File: src/rtl/acc_ctl_pkg.sv
package acc_ctl_pkg;

  localparam int OP_W       = 3;
  localparam int MODE_W     = 2;
  localparam int CTRL_W     = 17;
  localparam int NUM_STATES = 9;
  localparam int ST_W       = $clog2(NUM_STATES);

  typedef enum logic [ST_W-1:0] {
    ST_F0  = 4'd0,
    ST_F1  = 4'd1,
    ST_AD0 = 4'd2,
    ST_AD1 = 4'd3,
    ST_AD2 = 4'd4,
    ST_AD3 = 4'd5,
    ST_EX0 = 4'd6,
    ST_EX1 = 4'd7,
    ST_EX2 = 4'd8
  } ctl_state_e;

  typedef enum logic [OP_W-1:0] {
    OP_JMP = 3'd0,
    OP_JSR = 3'd1,
    OP_STA = 3'd2,
    OP_INZ = 3'd3,
    OP_LDA = 3'd4,
    OP_ANA = 3'd5,
    OP_ADA = 3'd6,
    OP_RSV = 3'd7
  } opcode_e;

  typedef enum logic [MODE_W-1:0] {
    AM_DIR = 2'd0,
    AM_IND = 2'd1,
    AM_IDX = 2'd2,
    AM_RSV = 2'd3
  } amode_e;

  // control word bit positions
  localparam int CB_PC2AR   = 0;
  localparam int CB_MRD     = 1;
  localparam int CB_LDIR    = 2;
  localparam int CB_PCINC   = 3;
  localparam int CB_IRA2AR  = 4;
  localparam int CB_IDXADD  = 5;
  localparam int CB_DR2AR   = 6;
  localparam int CB_LDPC    = 7;
  localparam int CB_PC2DR   = 8;
  localparam int CB_MWR     = 9;
  localparam int CB_ACC2DR  = 10;
  localparam int CB_DR2ACC  = 11;
  localparam int CB_ALUAND  = 12;
  localparam int CB_ALUADD  = 13;
  localparam int CB_DRINC   = 14;
  localparam int CB_SKIPZ   = 15;
  localparam int CB_ACCWR   = 16;

endpackage

File: src/rtl/acc_ctl_rstsync.sv
module acc_ctl_rstsync #(
  parameter int STAGES = 2
) (
  input  logic clk,
  input  logic arst_n,
  output logic srst_n
);

  logic [STAGES-1:0] sync_q;

  always_ff @(posedge clk or negedge arst_n) begin
    if (!arst_n) begin
      sync_q <= '0;
    end else begin
      sync_q <= {sync_q[STAGES-2:0], 1'b1};
    end
  end

  assign srst_n = sync_q[STAGES-1];

endmodule

File: src/rtl/acc_ctl_streg.sv
module acc_ctl_streg
  import acc_ctl_pkg::*;
#(
  parameter bit ONEHOT = 1'b0
) (
  input  logic       clk,
  input  logic       rst_n,
  input  ctl_state_e nxt_i,
  output ctl_state_e cur_o
);

  localparam int SW = ONEHOT ? NUM_STATES : ST_W;

  logic [SW-1:0] st_d;
  logic [SW-1:0] st_q;

  generate
    if (ONEHOT) begin : g_onehot
      localparam logic [SW-1:0] RST_VAL = SW'(1) << int'(ST_F0);

      always_comb begin
        st_d = '0;
        st_d[int'(nxt_i)] = 1'b1;
      end

      always_comb begin
        cur_o = ST_F0;
        for (int i = 0; i < NUM_STATES; i++) begin
          if (st_q[i]) cur_o = ctl_state_e'(ST_W'(i));
        end
      end

      always_ff @(posedge clk or negedge rst_n) begin
        if (!rst_n) st_q <= RST_VAL;
        else        st_q <= st_d;
      end

      assert_state_onehot_R13: assert property (@(posedge clk) disable iff (!rst_n)
        $countones(st_q) == 1)
        else $error("one-hot state register lost its single set bit");
    end else begin : g_binary
      localparam logic [SW-1:0] RST_VAL = SW'(ST_F0);

      always_comb st_d  = SW'(nxt_i);
      always_comb cur_o = ctl_state_e'(st_q);

      always_ff @(posedge clk or negedge rst_n) begin
        if (!rst_n) st_q <= RST_VAL;
        else        st_q <= st_d;
      end

      assert_state_in_range_R13: assert property (@(posedge clk) disable iff (!rst_n)
        st_q < SW'(NUM_STATES))
        else $error("binary state register holds an unused code");
    end
  endgenerate

endmodule

File: src/rtl/acc_ctl_next.sv
module acc_ctl_next
  import acc_ctl_pkg::*;
(
  input  ctl_state_e cur_i,
  input  opcode_e    op_i,
  input  amode_e     md_i,
  output ctl_state_e nxt_o
);

  logic undef;
  logic is_data;

  always_comb begin
    undef   = (op_i == OP_RSV) || (md_i == AM_RSV);
    is_data = (op_i == OP_INZ) || (op_i == OP_LDA) ||
              (op_i == OP_ANA) || (op_i == OP_ADA);
    nxt_o   = ST_F0;
    case (cur_i)
      ST_F0: nxt_o = ST_F1;
      ST_F1: nxt_o = ST_AD0;
      ST_AD0: begin
        if (undef) begin
          nxt_o = ST_F0;
        end else begin
          case (md_i)
            AM_IND: nxt_o = ST_AD1;
            AM_DIR: begin
              if (op_i == OP_JMP)      nxt_o = ST_F0;
              else if (op_i == OP_JSR) nxt_o = ST_AD2;
              else                     nxt_o = ST_AD3;
            end
            AM_IDX: begin
              if (op_i == OP_JMP)      nxt_o = ST_F0;
              else if (op_i == OP_JSR) nxt_o = ST_AD1;
              else                     nxt_o = ST_AD2;
            end
            default: nxt_o = ST_F0;
          endcase
        end
      end
      ST_AD1: nxt_o = undef ? ST_F0 : ST_AD2;
      ST_AD2: nxt_o = (undef || op_i == OP_JMP) ? ST_F0 : ST_AD3;
      ST_AD3: nxt_o = (!undef && is_data) ? ST_EX0 : ST_F0;
      ST_EX0: nxt_o = (!undef && op_i == OP_INZ) ? ST_EX1 : ST_F0;
      ST_EX1: nxt_o = undef ? ST_F0 : ST_EX2;
      ST_EX2: nxt_o = ST_F0;
      default: nxt_o = ST_F0;
    endcase
  end

endmodule

File: src/rtl/acc_ctl_out.sv
module acc_ctl_out
  import acc_ctl_pkg::*;
(
  input  ctl_state_e        cur_i,
  input  opcode_e           op_i,
  input  amode_e            md_i,
  output logic [CTRL_W-1:0] ctrl_o
);

  logic in_fetch;
  logic bad_code;
  logic [CTRL_W-1:0] word;

  always_comb begin
    word = '0;
    case (cur_i)
      ST_F0: begin
        word[CB_PC2AR] = 1'b1;
        word[CB_MRD]   = 1'b1;
      end
      ST_F1: begin
        word[CB_LDIR]  = 1'b1;
        word[CB_PCINC] = 1'b1;
      end
      ST_AD0: begin
        word[CB_IRA2AR] = 1'b1;
        word[CB_IDXADD] = (md_i == AM_IDX) && (op_i != OP_JSR);
        word[CB_MRD]    = (md_i == AM_IND);
        word[CB_LDPC]   = (op_i == OP_JMP) && (md_i != AM_IND);
      end
      ST_AD1: begin
        if (md_i == AM_IND) word[CB_MRD]    = 1'b1;
        else                word[CB_IDXADD] = 1'b1;
      end
      ST_AD2: begin
        word[CB_DR2AR] = (md_i == AM_IND);
        word[CB_LDPC]  = (op_i == OP_JMP);
      end
      ST_AD3: begin
        case (op_i)
          OP_JSR: begin
            word[CB_LDPC]  = 1'b1;
            word[CB_PC2DR] = 1'b1;
            word[CB_MWR]   = 1'b1;
          end
          OP_STA: begin
            word[CB_ACC2DR] = 1'b1;
            word[CB_MWR]    = 1'b1;
          end
          OP_INZ, OP_LDA, OP_ANA, OP_ADA: word[CB_MRD] = 1'b1;
          default: word = '0;
        endcase
      end
      ST_EX0: begin
        case (op_i)
          OP_LDA: begin
            word[CB_DR2ACC] = 1'b1;
            word[CB_ACCWR]  = 1'b1;
          end
          OP_ANA: begin
            word[CB_ALUAND] = 1'b1;
            word[CB_ACCWR]  = 1'b1;
          end
          OP_ADA: begin
            word[CB_ALUADD] = 1'b1;
            word[CB_ACCWR]  = 1'b1;
          end
          OP_INZ: word[CB_DRINC] = 1'b1;
          default: word = '0;
        endcase
      end
      ST_EX1: word[CB_MWR]   = 1'b1;
      ST_EX2: word[CB_SKIPZ] = 1'b1;
      default: word = '0;
    endcase
  end

  always_comb begin
    in_fetch = (cur_i == ST_F0) || (cur_i == ST_F1);
    bad_code = (op_i == OP_RSV) || (md_i == AM_RSV);
    ctrl_o   = (!in_fetch && bad_code) ? '0 : word;
  end

endmodule

File: src/rtl/acc_ctl_fsm.sv
module acc_ctl_fsm
  import acc_ctl_pkg::*;
#(
  parameter bit STATE_ONEHOT = 1'b0,
  parameter int RST_STAGES   = 2
) (
  input  logic              clk,
  input  logic              rst_n,
  input  logic [OP_W-1:0]   opcode,
  input  logic [MODE_W-1:0] amode,
  output logic [CTRL_W-1:0] ctrl
);

  logic       core_rst_n;
  ctl_state_e cur;
  ctl_state_e nxt;
  opcode_e    op;
  amode_e     md;

  assign op = opcode_e'(opcode);
  assign md = amode_e'(amode);

  acc_ctl_rstsync #(.STAGES(RST_STAGES)) u_rstsync (
    .clk    (clk),
    .arst_n (rst_n),
    .srst_n (core_rst_n)
  );

  acc_ctl_next u_next (
    .cur_i (cur),
    .op_i  (op),
    .md_i  (md),
    .nxt_o (nxt)
  );

  acc_ctl_streg #(.ONEHOT(STATE_ONEHOT)) u_streg (
    .clk   (clk),
    .rst_n (core_rst_n),
    .nxt_i (nxt),
    .cur_o (cur)
  );

  acc_ctl_out u_out (
    .cur_i  (cur),
    .op_i   (op),
    .md_i   (md),
    .ctrl_o (ctrl)
  );

  assert_fetch_first_R2: assert property (@(posedge clk) disable iff (!core_rst_n)
    (cur == ST_F0) |=> (cur == ST_F1))
    else $error("first fetch state did not advance");

  assert_fetch_second_R2: assert property (@(posedge clk) disable iff (!core_rst_n)
    (cur == ST_F1) |=> (cur == ST_AD0))
    else $error("second fetch state did not enter address evaluation");

  assert_undef_quiet_R10: assert property (@(posedge clk) disable iff (!core_rst_n)
    ((cur != ST_F0) && (cur != ST_F1) && ((opcode == 3'd7) || (amode == 2'd3)))
      |-> (ctrl == '0))
    else $error("undefined code left strobes active");

  assert_undef_return_R10: assert property (@(posedge clk) disable iff (!core_rst_n)
    ((cur != ST_F0) && (cur != ST_F1) && ((opcode == 3'd7) || (amode == 2'd3)))
      |=> (cur == ST_F0))
    else $error("undefined code did not abort to fetch");

  assert_accwr_ends_R8: assert property (@(posedge clk) disable iff (!core_rst_n)
    ctrl[CB_ACCWR] |=> (cur == ST_F0))
    else $error("accumulator write not followed by fetch");

  assert_skip_chain_R9: assert property (@(posedge clk) disable iff (!core_rst_n)
    ctrl[CB_MWR] && (cur == ST_EX1) |=> (cur == ST_EX2))
    else $error("increment write-back not followed by skip state");

endmodule

File: config.mk
export PLATFORM = sky130hd
export DESIGN_NAME = acc_ctl_fsm
export DESIGN_NICKNAME = d
export VERILOG_FILES = /design/src/rtl/acc_ctl_pkg.sv /design/src/rtl/acc_ctl_rstsync.sv /design/src/rtl/acc_ctl_streg.sv /design/src/rtl/acc_ctl_next.sv /design/src/rtl/acc_ctl_out.sv /design/src/rtl/acc_ctl_fsm.sv
export SDC_FILE = /design/constraint.sdc
export NUM_CORES = 1
export LEC_CHECK = 0
export BUFFER_PORTS_ARGS = -buffer_cell sky130_fd_sc_hd__buf_4
export CELL_PAD_IN_SITES_DETAIL_PLACEMENT = 0
export CELL_PAD_IN_SITES_GLOBAL_PLACEMENT = 2
export CORE_MARGIN = 5
export CORE_UTILIZATION = 27
export CTS_CLUSTER_DIAMETER = 120
export CTS_CLUSTER_SIZE = 16
export DETAILED_ROUTE_END_ITERATION = 10
export GPL_TIMING_DRIVEN = 0
export PLACE_DENSITY = 0.9
export SLEW_MARGIN = 20
export SYNTH_ARGS = -nofsm -noshare
export SYNTH_HDL_FRONTEND = slang
export SYNTH_SLANG_ARGS = --single-unit
File: constraint.sdc
create_clock -name clk -period 3.1 [get_ports clk]
set_input_delay 0.31 -clock clk [delete_from_list [all_inputs] [get_ports clk]]
set_output_delay 0.31 -clock clk [all_outputs]
set_load 0.005 [all_outputs]
==> results of run 1 <==
[critical path, cell delays in order (launching register included)]
cell and delay (ns):
dfrtp_1 0.36, buf_2 0.18, nand2b_1 0.20, or3_4 0.42
o32ai_1 0.27, buf_4 0.16
[path summary, 6_finish.rpt]
path                                     start                  end  slack [ns]  cells past startpoint
setup / recovery              u_streg.cur_o[1]              ctrl[9]        0.96                      5
max in group asynchronous                rst_n  u_rstsync.sync_q[1]        2.62                      2
min in group clk           u_rstsync.sync_q[0]  u_rstsync.sync_q[1]        0.35                      0
hold reg to reg            u_rstsync.sync_q[1]     u_streg.cur_o[0]        0.05                      0
setup reg to reg              u_streg.cur_o[0]     u_streg.cur_o[2]        1.48                      5
hold / removal             u_rstsync.sync_q[1]     u_streg.cur_o[0]        0.05                      0
[cell families (layout without fill, tap and decap cells)]
group | Yosys count | count (layout) | share of synthesized area, %
buffers and inverters | 9 | 34 | 10.1
other | 1 | 1 | 0.632
muxes | 1 | 1 | 1.69
DFF | 6 | 6 | 25.3
AOI/OAI and AO/OA | 14 | 14 | 18.1
and+or+nand+nor | 42 | 42 | 41.1
xor gates and xnor gates | 2 | 2 | 2.95
[layer usage]
layer / part of all wire, % / wire (µm)
met5: 0 / 0
met4: 2.0 / 34
met3: 4.2 / 71
met2: 47 / 785
met1: 47 / 789
[flip-flops by register name, summed over array words and instances (netlist names)]
signal and count:
u_rstsync.sync_q 2, u_streg.cur_o 4
[where the power goes]
group          internal [mW]  switching [mW]
registers             0.0998          0.0164
clock network         0.0437          0.0266
logic                  0.156           0.166
total                  0.300           0.209
[cell type report]
class,instances,area [µm²]
fillers,242,1330
multi-input cells,60,383
repair buffers,22,168
flip-flops and latches,6,150
plain buffers,7,52.6
well taps,28,35.0
clock buffers,3,22.5
inverters,2,7.51
[synth_stat cells (all sizes together) (2+ instances only)]
library cell,number
dfrtp,6
inv,2
nor4,3
nor2,11
o21ai,2
and3,2
buf,7
nand2b,3
o211ai,2
a31oi,3
or2,3
or4b,2
nor3,6
nand2,5
[per-stage QoR]
step | total power, mW | setup WS [ns] | hold WS, ns | std cells | utilization, %
2_1_floorplan | 0.318 | 1.41 | 0.0144 | 75 | -
3_3_place_gp | 0.434 | 1.14 | 0.0532 | 124 | 36.6
3_5_place_dp | 0.439 | 1.14 | 0.0577 | 124 | 36.6
4_1_cts | 0.514 | 0.957 | 0.0576 | 128 | 38.1
5_1_grt | 0.562 | 0.842 | 0.0872 | 128 | 38.1
6_report | 0.509 | 0.959 | 0.0485 | 128 | 38.1
[timing repair]
item / in CTS / in global routing
hold buffers: 1 / 0
hold endpoints to repair: 2 / 0
resized for setup: 0 / 0
[layout by cell type, fill, tap and decap left out, drive strengths merged, types with 2 or more instances in the layout]
master   n
a31oi    3
and3     2
buf     28
clkbuf   3
dfrtp    6
inv      2
nand2    5
nand2b   3
nor2    11
nor3     6
nor4     3
o211ai   2
o21ai    2
or2      3
or4b     2
==> results.md, run 1 <==
- Via Count: approximately 650
- Async SR Flop Fraction: 100%
- Dpl hpwl: between 1 and 1.5 mm
- Post-DP Area: around 800 µm²
- H-tree depth: 1
- Met3 Use GR: under 10%
- GRT overflow: 0
- CP arrival: around 1.8 ns
- Met1 global-route usage: between 10 and 15%
- PortBufs: 21
- WS Path Type: reg -> out
- Fmax achieved: 467 MHz
- Final Skew: between 0.004 and 0.005 ns
- Die width: ~57 µm
- Worst-path fanout max: 10
- Vias in the first global route: between 600 and 700
- Yosys top cell area share: around 25%
- Detailed Routing Iterations Pass 1: 4
- GRT Resource Usage Total: a little under an eighth
- Post-DR vias/cell: approximately 5.1
- Worst-Skew Late Latency: between 0.2 and 0.25 ns
- GR met2 Demand/Resource: between 15 and 20%
- Initial DRC count: 10
- Worst vdd ir: between 0.3 and 0.4 mV
- Initial antenna violation count: 0
- Area contributors post-synth: dfrtp_1 25%, nor2_1 7.0%, nor3_1 4.2%
- Class of the most critical hold timing path: reg -> async
- Post-CTS Setup Bufs: 0
- Antenna-violating nets left: 0
- Post-layout nets: ~110
- Share of the yosys chip area belonging to registers: between 20% and 30%
- Yosys warning total: 0
- Initial Utilization: 27.6%
- Clock Root Buffer: clkbuf_4
- Wirelength, routed: 1.68 mm
- Largest net degree at the start of global routing: 11
- Synth Flop Type: dfrtp_1
- Syn nets: 82
- Power density over the cells: roughly 620 nW/µm²
- Crit path launch type: flop
- Unique masters post-synth: 36
- Routed len/inst: about 13 µm
- Max-slew violations: 0
- Fin area: between 800 and 900 µm²
- Post-layout min period: about 2.1 ns
- Synth Cell Area: between 500 and 600 µm²
- P&R area growth vs syn: 38.0%
- Crit path required time: 2.79 ns
- Synthesized flop and latch total: 6
- Status: finished, final reports clean
- Clock sink total: 6
- Ports: 24
- Period utilization: ~69%
- # diodes: 0
- Die Ht: 56.9 µm
- Die area: between 3000 and 4000 µm²
- DRC Markers: 0
- Maxcap violations: 0
- CTS clock-pin slew for the worst setup and hold paths: 0.04 ns
- Total CTS buffers: 3
- Setup violators final: 0
- EDFF count, synth: 0
- Worst-case clock buffer depth: 2
- TNS Setup: 0 ns
- Cells after Synth: 75
- Leading area contributor after synthesis: dfrtp_1
- Global-route wire length before repair: between 2 and 3 mm
- Rows: 17
- RSZ-0062 raised after global routing: no
- CTS tree: built
- Setup crit end kind: output pin
- Leak Pwr: slightly below 0.4 nW
- Syn avg cell area: 7.91 µm²
- Final Hold Fails: 0
- Core region area: between 2000 and 2500 µm²
- Share of layout cells above drive strength 1: approximately 37%
- GRT busiest layer: met2
- GPL Wtd Cong: around 0.82
Note: power is estimated with default switching activity, not from simulation.
==> run 2: changes to the inputs <==
--- a/config.mk
+++ b/config.mk
@@ -9,12 +9,12 @@
 export CELL_PAD_IN_SITES_DETAIL_PLACEMENT = 0
 export CELL_PAD_IN_SITES_GLOBAL_PLACEMENT = 2
 export CORE_MARGIN = 5
-export CORE_UTILIZATION = 27
+export CORE_UTILIZATION = 22
 export CTS_CLUSTER_DIAMETER = 120
 export CTS_CLUSTER_SIZE = 16
 export DETAILED_ROUTE_END_ITERATION = 10
 export GPL_TIMING_DRIVEN = 0
-export PLACE_DENSITY = 0.9
+export PLACE_DENSITY = 0.79
 export SLEW_MARGIN = 20
 export SYNTH_ARGS = -nofsm -noshare
 export SYNTH_HDL_FRONTEND = slang
==> constraint.sdc (replaced) <==
create_clock -name clk -period 1.9 [get_ports clk]
set_input_delay 0.19 -clock clk [delete_from_list [all_inputs] [get_ports clk]]
set_output_delay 0.19 -clock clk [all_outputs]
set_load 0.005 [all_outputs]
==> results.md, run 2 (synthesized netlist as in run 1, its figures left out) <==
- Status: complete, but fails checks (was finished, final reports clean)
- Failing checks: setup timing
- Worst-path fanout max: 7 (was 10)
- Core region area: 2520 µm² (was 2150 µm²)
- H-tree depth: 1 (unchanged)
- GPL Wtd Cong: 0.726 (was 0.819)
- Final Skew: 0.00735 ns (was 0.00478 ns)
- Maxcap violations: 0 (unchanged)
- Post-DP Area: 788 µm² (was 786 µm²)
- WL met1: 828 µm (was 789 µm)
- GRT overflow: 0 (unchanged)
- DR top layer: met4 (unchanged)
- Reg2reg start: u_streg.cur_o[2] (was u_streg.cur_o[0])
- Setup crit end kind: output pin (unchanged)
- GRT Resource Usage Total: 9.93% (was 11.6%)
- Vias in the first global route: 649 (was 676)
- Dpl hpwl: 1.31 mm (was 1.32 mm)
- Max-slew violations: 0 (unchanged)
- DRC Markers: 0 (unchanged)
- Post-DR vias/cell: 5.01 (was 5.06)
- Wirelength, routed: 1.84 mm (was 1.68 mm)
- Placed Instances: 126 (was 124)
- PortBufs: 21 (unchanged)
- Routed wl met2: 887 µm (was 785 µm)
- WS Path Type: reg -> out (unchanged)
- Clock sink total: 6 (unchanged)
- Clock Root Buffer: clkbuf_4 (unchanged)
- Tot Pwr: 1.01 mW (was 0.509 mW)
- Largest net degree at the start of global routing: 11 (unchanged)
- Final worst setup slack: -0.0105 ns (was 0.959 ns)
- Worst-Skew Late Latency: 0.24 ns (about the same)
- CTS tree: built (unchanged)
- Normalized max-slew margin: about two thirds
- Die area: 3830 µm² (was 3230 µm²)
- Detailed Routing Iterations Pass 1: 4 (unchanged)
- Class of the most critical hold timing path: reg -> async (unchanged)
- Share of layout cells above drive strength 1: 51.4% (was 37.0%)
- Initial antenna violation count: 0 (unchanged)
- Crit path required time: 1.71 ns (was 2.79 ns)
- Global-route wire length before repair: 2.82 mm (was 2.95 mm)
- Initial DRC count: 14 (was 10)
- Commonest non-fill, non-tap cell in the layout: buf_4 (unchanged)
- Period utilization: 101%
- Post-layout min period: around 1.9 ns
- Total CTS buffers: 3 (unchanged)
- Commonest non-fill, non-tap cells in the layout: 27 x buf_4, 10 x nor2_1, 6 x dfrtp_1 (was 23 x buf_4, 11 x nor2_1, 6 x dfrtp_1)
- Worst slack at placement: 0.119 ns (was 1.14 ns)
- Initial Utilization: 23.5% (was 27.6%)
- Crit path launch type: flop (unchanged)
- Largest register FFs: 4 (unchanged)
- Worst vdd ir: 0.535 mV (was 0.349 mV)
- Final Hold Fails: 0 (unchanged)
- TNS Setup: -0.0105 ns (was 0 ns)
- Die Ht: 61.9 µm (was 56.9 µm)
- # diodes: 0 (unchanged)
- Ports: 24 (unchanged)
- CP Launch Point: u_streg.cur_o[1] (unchanged)
- Post-layout nets: 114 (was 109)
- CP arrival: 1.72 ns (was 1.83 ns)
- Antenna-violating nets left: 0 (unchanged)
- Setup violators final: 1 (was 0)
- Die width: 61.9 µm (was 56.9 µm)
- P&R area growth vs syn: 62.0% (was 38.0%)
- Worst Tran Pin Value: 0.502 ns
- Via Count: 676 (was 648)
- Reg2Reg Depth: 5 (unchanged)
- Worst-case clock buffer depth: 2 (unchanged)
- Finished Layout Cells: 135 (was 128)
- Power density over the cells: 1050 nW/µm² (was 622 nW/µm²)
- Fin area: 961 µm² (was 818 µm²)
- Routed len/inst: 13.6 µm (was 13.1 µm)
- CTS clock-pin slew for the worst setup and hold paths: 0.05 ns (was 0.04 ns)
- Met3 routed WL: 109 µm (was 71 µm)
- RSZ-0062 raised after global routing: yes (was no)
- Rows: 18 (was 17)
- Fmax achieved: approximately 520 MHz
- Leak Pwr: 0.435 nW (was 0.387 nW)
-- run 2: cell types whose count changed in the layout (fill, tap and decap cells not counted), moves of 3 or more --
cell / previous run / this run
nor3_2: 1 / 4
buf_4: 23 / 27
nand2b_4: 0 / 3
buf_6: 2 / 5
nand2b_1: 3 / 0
nor3_1: 5 / 1
-- run 2: area by class of cell --
type	count	area, µm²
Fill cell	279	1560
Sequential cell	6	150
Clock buffer	3	22.5
Multi-Input combinational cell	60	469
Tap cell	30	37.5
Inverter	2	7.51
Timing Repair Buffer	27	209
Buffer	7	65.1
-- run 2: metal layers --
layer,vias to the layer above,track usage (%)
li1,334,-
met5,-,0
met2,18,15.4
met3,2,1.86
met4,0,6.06
met1,322,12.7
-- run 2: final timing paths --
kind | end | slack, ns
worst max-delay path | ctrl[9] | -0.01
worst min-delay path | u_streg.cur_o[1] | 0.05
worst max register to register | u_streg.cur_o[2] | 0.28
worst min register to register | u_streg.cur_o[1] | 0.05
max in group asynchronous | u_rstsync.sync_q[1] | 1.54
min in group clk | u_streg.cur_o[0] | 0.28
-- run 2: critical path: stages (launching register included) --
cell	delay, ns
dfrtp_1	0.38
buf_6	0.13
nand2b_4	0.15
or3_4	0.39
o32ai_4	0.29
buf_6	0.13
-- run 2: timing repair --
action / CTS / global route
pin swaps: 0 / 3
hold endpoints to repair: 2 / 0
gates resized for setup: 9 / 13
hold buffers: 1 / 0
buffers inserted: 1 / 4
cloned: 0 / 0
setup endpoints to repair: 7 / 7
-- run 2: stage by stage --
stage,util (%),hold slack (ns)
after floorplan,-,-0.106
after global placement,31.3,-0.0280
after detailed placement,31.3,-0.0258
after CTS,34.5,0.0602
after global routing,38.1,0.0853
final,38.1,0.0471
-- run 2: where the power goes --
| group | internal (mW) | leakage [nW] | total [mW] | switching (mW) |
|---|---|---|---|---|
| combinational | 0.372 | 0.346 | 0.693 | 0.321 |
| sequential | 0.163 | 0.0753 | 0.198 | 0.0353 |
| clock | 0.0713 | 0.0138 | 0.115 | 0.0434 |
| total | 0.606 | 0.435 | 1.01 | 0.399 |
